## config.mk

```make
export PLATFORM = sky130hd
export DESIGN_NAME = irq_stat_top
export DESIGN_NICKNAME = d
export VERILOG_FILES = /design/src/rtl/irq_stat_pkg.sv /design/src/rtl/irq_stat_lane.sv /design/src/rtl/irq_stat_merge.sv /design/src/rtl/irq_stat_top.sv
export SDC_FILE = /design/constraint.sdc
export NUM_CORES = 1
export LEC_CHECK = 0
export BUFFER_PORTS_ARGS = -buffer_cell sky130_fd_sc_hd__buf_4
export CAP_MARGIN = 15
export CORE_AREA = 2 2 39 41
export DETAILED_ROUTE_END_ITERATION = 10
export DIE_AREA = 0 0 41 43
export PLACE_DENSITY = 0.51
export SKIP_LAST_GASP = 1
export SLEW_MARGIN = 20
export SYNTH_ARGS = -nofsm -noshare
export SYNTH_HDL_FRONTEND = slang
export SYNTH_HIERARCHICAL = 1
export SYNTH_SLANG_ARGS = --single-unit
```

## constraint.sdc

```tcl
create_clock -name clk -period 0.9 [get_ports clk]
set_input_delay 0 -clock clk [delete_from_list [all_inputs] [get_ports clk]]
set_output_delay 0 -clock clk [all_outputs]
set_load 0.01 [all_outputs]
```

## src/rtl/irq_stat_pkg.sv

```systemverilog
package irq_stat_pkg;
    localparam int NUM_SRC = 2;
    localparam int SRC_CMP = 0;
    localparam int SRC_CAP = 1;

    typedef struct packed {
        logic raw;
        logic en;
    } lane_state_t;
endpackage

```

## src/rtl/irq_stat_lane.sv

```systemverilog
module irq_stat_lane
    import irq_stat_pkg::*;
(
    input  logic clk,
    input  logic rst_n,
    input  logic hw_evt,
    input  logic sw_set,
    input  logic sw_clr,
    input  logic side_clr,
    input  logic en_wr,
    input  logic en_wr_bit,
    input  logic en_set,
    input  logic en_clr,
    output logic raw_q,
    output logic en_q
);
    lane_state_t st_d, st_q;

    always_comb begin
        st_d = st_q;
        // status: any set source beats any clear source
        if (hw_evt || sw_set)
            st_d.raw = 1'b1;
        else if (sw_clr || side_clr)
            st_d.raw = 1'b0;
        // mask: set > clear > whole write
        if (en_set)
            st_d.en = 1'b1;
        else if (en_clr)
            st_d.en = 1'b0;
        else if (en_wr)
            st_d.en = en_wr_bit;
    end

    always_ff @(posedge clk or negedge rst_n) begin
        if (!rst_n)
            st_q <= '0;
        else
            st_q <= st_d;
    end

    assign raw_q = st_q.raw;
    assign en_q  = st_q.en;

    a_r2_event_sets: assert property (@(posedge clk) disable iff (!rst_n)
        hw_evt |=> raw_q);
    a_r4_clear_alone: assert property (@(posedge clk) disable iff (!rst_n)
        (sw_clr && !hw_evt && !sw_set) |=> !raw_q);
    a_r6_set_beats_clear: assert property (@(posedge clk) disable iff (!rst_n)
        ((hw_evt || sw_set) && (sw_clr || side_clr)) |=> raw_q);
    a_r8_mset_wins: assert property (@(posedge clk) disable iff (!rst_n)
        (en_set && en_clr) |=> en_q);
    a_r10_hold: assert property (@(posedge clk) disable iff (!rst_n)
        (!hw_evt && !sw_set && !sw_clr && !side_clr && !en_wr && !en_set && !en_clr)
        |=> ($stable(raw_q) && $stable(en_q)));
endmodule

```

## src/rtl/irq_stat_merge.sv

```systemverilog
module irq_stat_merge #(
    parameter int N = 2
) (
    input  logic [N-1:0] raw_v,
    input  logic [N-1:0] en_v,
    output logic [N-1:0] masked_v,
    output logic         line
);
    always_comb begin
        masked_v = raw_v & en_v;
        line     = |masked_v;
    end
endmodule

```

## src/rtl/irq_stat_top.sv

```systemverilog
module irq_stat_top
    import irq_stat_pkg::*;
(
    input  logic               clk,
    input  logic               rst_n,
    input  logic               cmp_evt,
    input  logic               cap_evt,
    input  logic               mask_wr_en,
    input  logic [NUM_SRC-1:0] mask_wr_data,
    input  logic               stat_set_en,
    input  logic [NUM_SRC-1:0] stat_set_data,
    input  logic               stat_clr_en,
    input  logic [NUM_SRC-1:0] stat_clr_data,
    input  logic               mask_set_en,
    input  logic [NUM_SRC-1:0] mask_set_data,
    input  logic               mask_clr_en,
    input  logic [NUM_SRC-1:0] mask_clr_data,
    input  logic               cmp_val_wr,
    input  logic               cap_val_rd,
    output logic [NUM_SRC-1:0] raw_stat,
    output logic [NUM_SRC-1:0] mask,
    output logic [NUM_SRC-1:0] masked_stat,
    output logic               irq
);
    logic [NUM_SRC-1:0] evt_v, side_v;

    always_comb begin
        evt_v  = '0;
        side_v = '0;
        evt_v[SRC_CMP]  = cmp_evt;
        evt_v[SRC_CAP]  = cap_evt;
        side_v[SRC_CMP] = cmp_val_wr;
        side_v[SRC_CAP] = cap_val_rd;
    end

    for (genvar g = 0; g < NUM_SRC; g++) begin : g_lane
        irq_stat_lane u_lane (
            .clk       (clk),
            .rst_n     (rst_n),
            .hw_evt    (evt_v[g]),
            .sw_set    (stat_set_en & stat_set_data[g]),
            .sw_clr    (stat_clr_en & stat_clr_data[g]),
            .side_clr  (side_v[g]),
            .en_wr     (mask_wr_en),
            .en_wr_bit (mask_wr_data[g]),
            .en_set    (mask_set_en & mask_set_data[g]),
            .en_clr    (mask_clr_en & mask_clr_data[g]),
            .raw_q     (raw_stat[g]),
            .en_q      (mask[g])
        );
    end

    irq_stat_merge #(.N(NUM_SRC)) u_merge (
        .raw_v    (raw_stat),
        .en_v     (mask),
        .masked_v (masked_stat),
        .line     (irq)
    );

    a_r5_cmp_side_clear: assert property (@(posedge clk) disable iff (!rst_n)
        (cmp_val_wr && !cmp_evt && !(stat_set_en && stat_set_data[SRC_CMP])) |=> !raw_stat[SRC_CMP]);
    a_r5_cap_side_clear: assert property (@(posedge clk) disable iff (!rst_n)
        (cap_val_rd && !cap_evt && !(stat_set_en && stat_set_data[SRC_CAP])) |=> !raw_stat[SRC_CAP]);
    a_r9_irq_follows_masked: assert property (@(posedge clk) disable iff (!rst_n)
        irq |-> (|(raw_stat & mask)));
endmodule

```

==> results.md <==
Run status:
- The run finished, with violations left.
- The checks that failed: setup timing.

Layout:
- The utilization after layout is 0.412.
- The storage element area is 100 um^2.
- The antenna diode count is 0.
- In the final design database the tool counted 84 nets.
- Summing all multi-input logic gate instances after layout gives 135 um^2.
- The filler cells instantiated in the layout total 142.
- Relative to the synthesized area, the layout overhead comes to 145%.
- The share of final-layout standard cells stronger than drive strength 1 is 0.607.
- The final non-filler cell area is 571 um^2.

Critical path:
- The worst path required time is 0.90 ns.
- Counting cells, the worst reg-to-reg path comes to 2.
- The setup slack on the worst flop-to-flop path is -0.01 ns.
- The critical path endpoint category is an output pin.
- The category of the worst setup path launch point is a flop.
- The startpoint identified for the worst register-to-register timing path is g_lane[1].u_lane/raw_q.
- The critical path goes through a22o_1 -> buf_6.
- For this design, the slowest cell found on the critical path is dfrtp_1.
- The endpoint identified for the worst register-to-register timing path is g_lane[1].u_lane/raw_q.
- Of all nets on the critical path, the largest fanout is 4.
- The type of the setup path with the least slack is flop to output pin.
- The delay of the slowest cell on the worst path is 0.40 ns.
- STA puts the critical path data arrival time at 0.97 ns.

Worst hold path:
- The number of cells on the worst hold path is 3.
- The startpoint identified for the worst hold timing path is mask_wr_data[0].
- The worst-case hold path end point is g_lane[0].u_lane/en_q.
- The tightest min-delay check is of the primary input to flop type.

STA:
- The final setup violation count is 3.
- The portion of the clock cycle consumed by the worst path in the final layout is 1.08.
- The max-slew violation count is 0.
- The hold violation count in the final report is 0.
- Static timing analysis puts the maximum clock frequency at 1030 MHz.
- The final critical-path required period is 0.972 ns.
- The slew at the pin closest to its max-slew limit is 0.123 ns.
- Setup repair after global routing could not meet its margin everywhere.
- The worst slew slack as a fraction of its limit is 0.915.
- In the post-route analysis, the smallest setup slack over all paths is -0.0716 ns.
- In the final timing run, aggregate negative setup slack is -0.102 ns.
- For the final database, setup skew stands at 0 ns.

CTS:
- For the worst-skew pair, the clock arrives at the later sink with an insertion delay of 0.23 ns.
- The total clock sinks is 4.
- TritonCTS built the clock tree.
- After clock tree synthesis, the clock-pin slew on the worst setup and hold paths is 0.04 ns.
- The number of CTS-inserted buffers is 3.
- The deepest level of the CTS H-tree is 1.
- The cell chosen for the clock root is clkbuf_4.
- The number of buffers on the longest clock path is 2.

Synth:
- The fraction of the mapped netlist area in simple logic gates is 0.306.
- For this run, asynchronously set or reset flops after synthesis account for 1.00.
- The sequential-to-total area share from yosys stat is 0.430.
- After synthesis, the largest family of logic cells by area is simple AND/OR/NAND/NOR gates.
- Among all flip-flop cells after synthesis, the most frequent one is dfrtp_1.
- Synthesis instantiated 8 different standard cells from the library.
- The number of warning messages in the yosys log is 6.
- Ranked by instance count, the synthesized netlist is headed by and2_1, dfrtp_1.
- The synthesized area per cell is 10.1 um^2.
- The post-synthesis adder-cell area fraction is 0.
- The flip-flop and latch count after synthesis is 4.
- The biggest area contributor in the post-synthesis netlist is dfrtp_1.
- The net count after synthesis is 44.
- The area of the mapped netlist is 233 um^2.
- The portion of synthesized area spent on multiplexers is 0.0860.
- By area the synthesized netlist is led by dfrtp_1, and2_1, mux2i_1.
- The number of enable flip-flop cells after synthesis is 0.
- The compound-gate portion of the synthesized area is 0.177.
- The most frequently used cell type in the post-synthesis netlist is and2_1.
- The share of the synthesized area in the top cell type is 0.430.
- Of the total synthesized cell area, the portion taken by XOR and XNOR cells is 0.
- After technology mapping, the gate count stands at 23.

Drt:
- The total vias in the final route is 314.
- After detailed routing, the average wire length per cell comes to 9.38 um.
- The total detailed-routing wirelength is 722 um.
- The detail route stage leaves a number of antenna-violating nets equal to 0.
- The via density per instance is 4.08.
- In the routed design, unresolved DRC markers number 0.
- The first detailed-routing pass took 2 iterations.
- In this run, the number of DRC markers left after iteration 0 of detailed routing was 1.

Power and ir drop:
- Across the VDD grid, the largest voltage drop is 0.418 mV.
- For this design the ratio of total power to cell area is 1200 nW/um^2.
- The leakage dissipation is 0.293 nW.

Place:
- The count of buffers inserted at the top-level ports is 27.
- Before CTS, the worst setup slack after placement is 0.115 ns.
- The placer's final routability congestion estimate is 0.629.
- The area after detailed placement is 455 um^2.

Global routing:
- The wire length of the first global-routing pass is 986 um.
- The pin count of the biggest net entering global routing is 5.
- The initial antenna violation count is 0.
- The via count of the first global-routing pass was 300.
- The aggregate global-route resource usage is 0.0908.
- The total grt overflow is 0.

Floorplanning:
- The I/O pin count is 28.
- The initial utilization of the core area, before any placement, comes to 0.168.
- From bottom edge to top edge, the die measures 43 um.
- The core area is 1380 um^2.
- The floorplan has 14 rows.
- In this run the horizontal extent of the chip is 41 um.
- The die covers 1760 um^2.

Run:
- Across the run, the number of max-cap violations was 0.
[flip-flops by register name, indices dropped and copies added (netlist names)]
signal / flops
g_lane.u_lane/en_q: 2
g_lane.u_lane/raw_q: 2
[what timing repair did]
action                                  4_1_cts  5_1_grt
endpoints found under the setup margin        3        8
hold buffers                                  3        0
resized for setup                             3        4
buffers inserted                              4        1
endpoints found under the hold margin         6        0
pin swaps                                     2        0
[cells in the final DEF (no fill, tap or decap)]
master	instances
a211o_1	2
a22o_1	1
and2_1	8
and2_2	1
and2_4	1
buf_4	26
buf_6	6
clkbuf_4	3
dfrtp_1	4
dlygate4sd3_1	3
mux2i_1	2
nor2_1	2
o21bai_1	2
[final cells by class]
cell class,instances,share of cell area
repair buffers,35,0.513
flip-flops and latches,4,0.175
well taps,16,0.0351
multi-input cells,19,0.237
clock buffers,3,0.0395
[stage by stage]
stage	power, W	instances	hold slack, ns
after floorplan	0.000280	23	-0.296
after global placement	0.000412	66	-0.200
after detailed placement	0.000411	66	-0.199
after CTS	0.000682	76	0.0463
after global routing	0.000730	77	0.0673
final	0.000686	77	0.0521
[worst max-delay path by stage]
stage	startpoint	to	slack, ns	cells past startpoint
final	g_lane[1].u_lane/raw_q	irq	-0.07	2
after global routing	g_lane[0].u_lane/en_q	irq	-0.1	2
after CTS	g_lane[0].u_lane/en_q	irq	-0.07	2
after detailed placement	g_lane[1].u_lane/raw_q	g_lane[1].u_lane/raw_q	0.12	1
after global placement	g_lane[0].u_lane/raw_q	g_lane[0].u_lane/raw_q	0.12	1
after floorplan	g_lane[0].u_lane/raw_q	g_lane[0].u_lane/raw_q	0.11	1
[cells by family after synthesis]
| family | Yosys count |
|---|---|
| flops | 4 |
| compound gates | 5 |
| simple gates | 12 |
| mux | 2 |
[worst max-delay path, delay by kind of cell (launching register included)]
family / cells / cell delay, ns
AO/OA/AOI/OAI: 1 / 0.22
buffers and inverters: 1 / 0.12
flip-flops: 1 / 0.40
[report_power, final]
part           switching (W)  internal (W)
logic              0.0000781      0.000183
registers          0.0000136      0.000198
clock network      0.0000650      0.000149
total               0.000157      0.000529
[layer usage]
metal | wire, um | share of wire | track usage | vias to the layer above
met3 | 127 | 0.18 | 0.0314 | 0
met5 | 0 | 0 | 0 | -
li1 | - | - | - | 155
met1 | 268 | 0.37 | 0.0817 | 132
met4 | 0 | 0 | 0.0800 | 0
met2 | 327 | 0.45 | 0.147 | 27
Power figures use the tool's default switching activity.
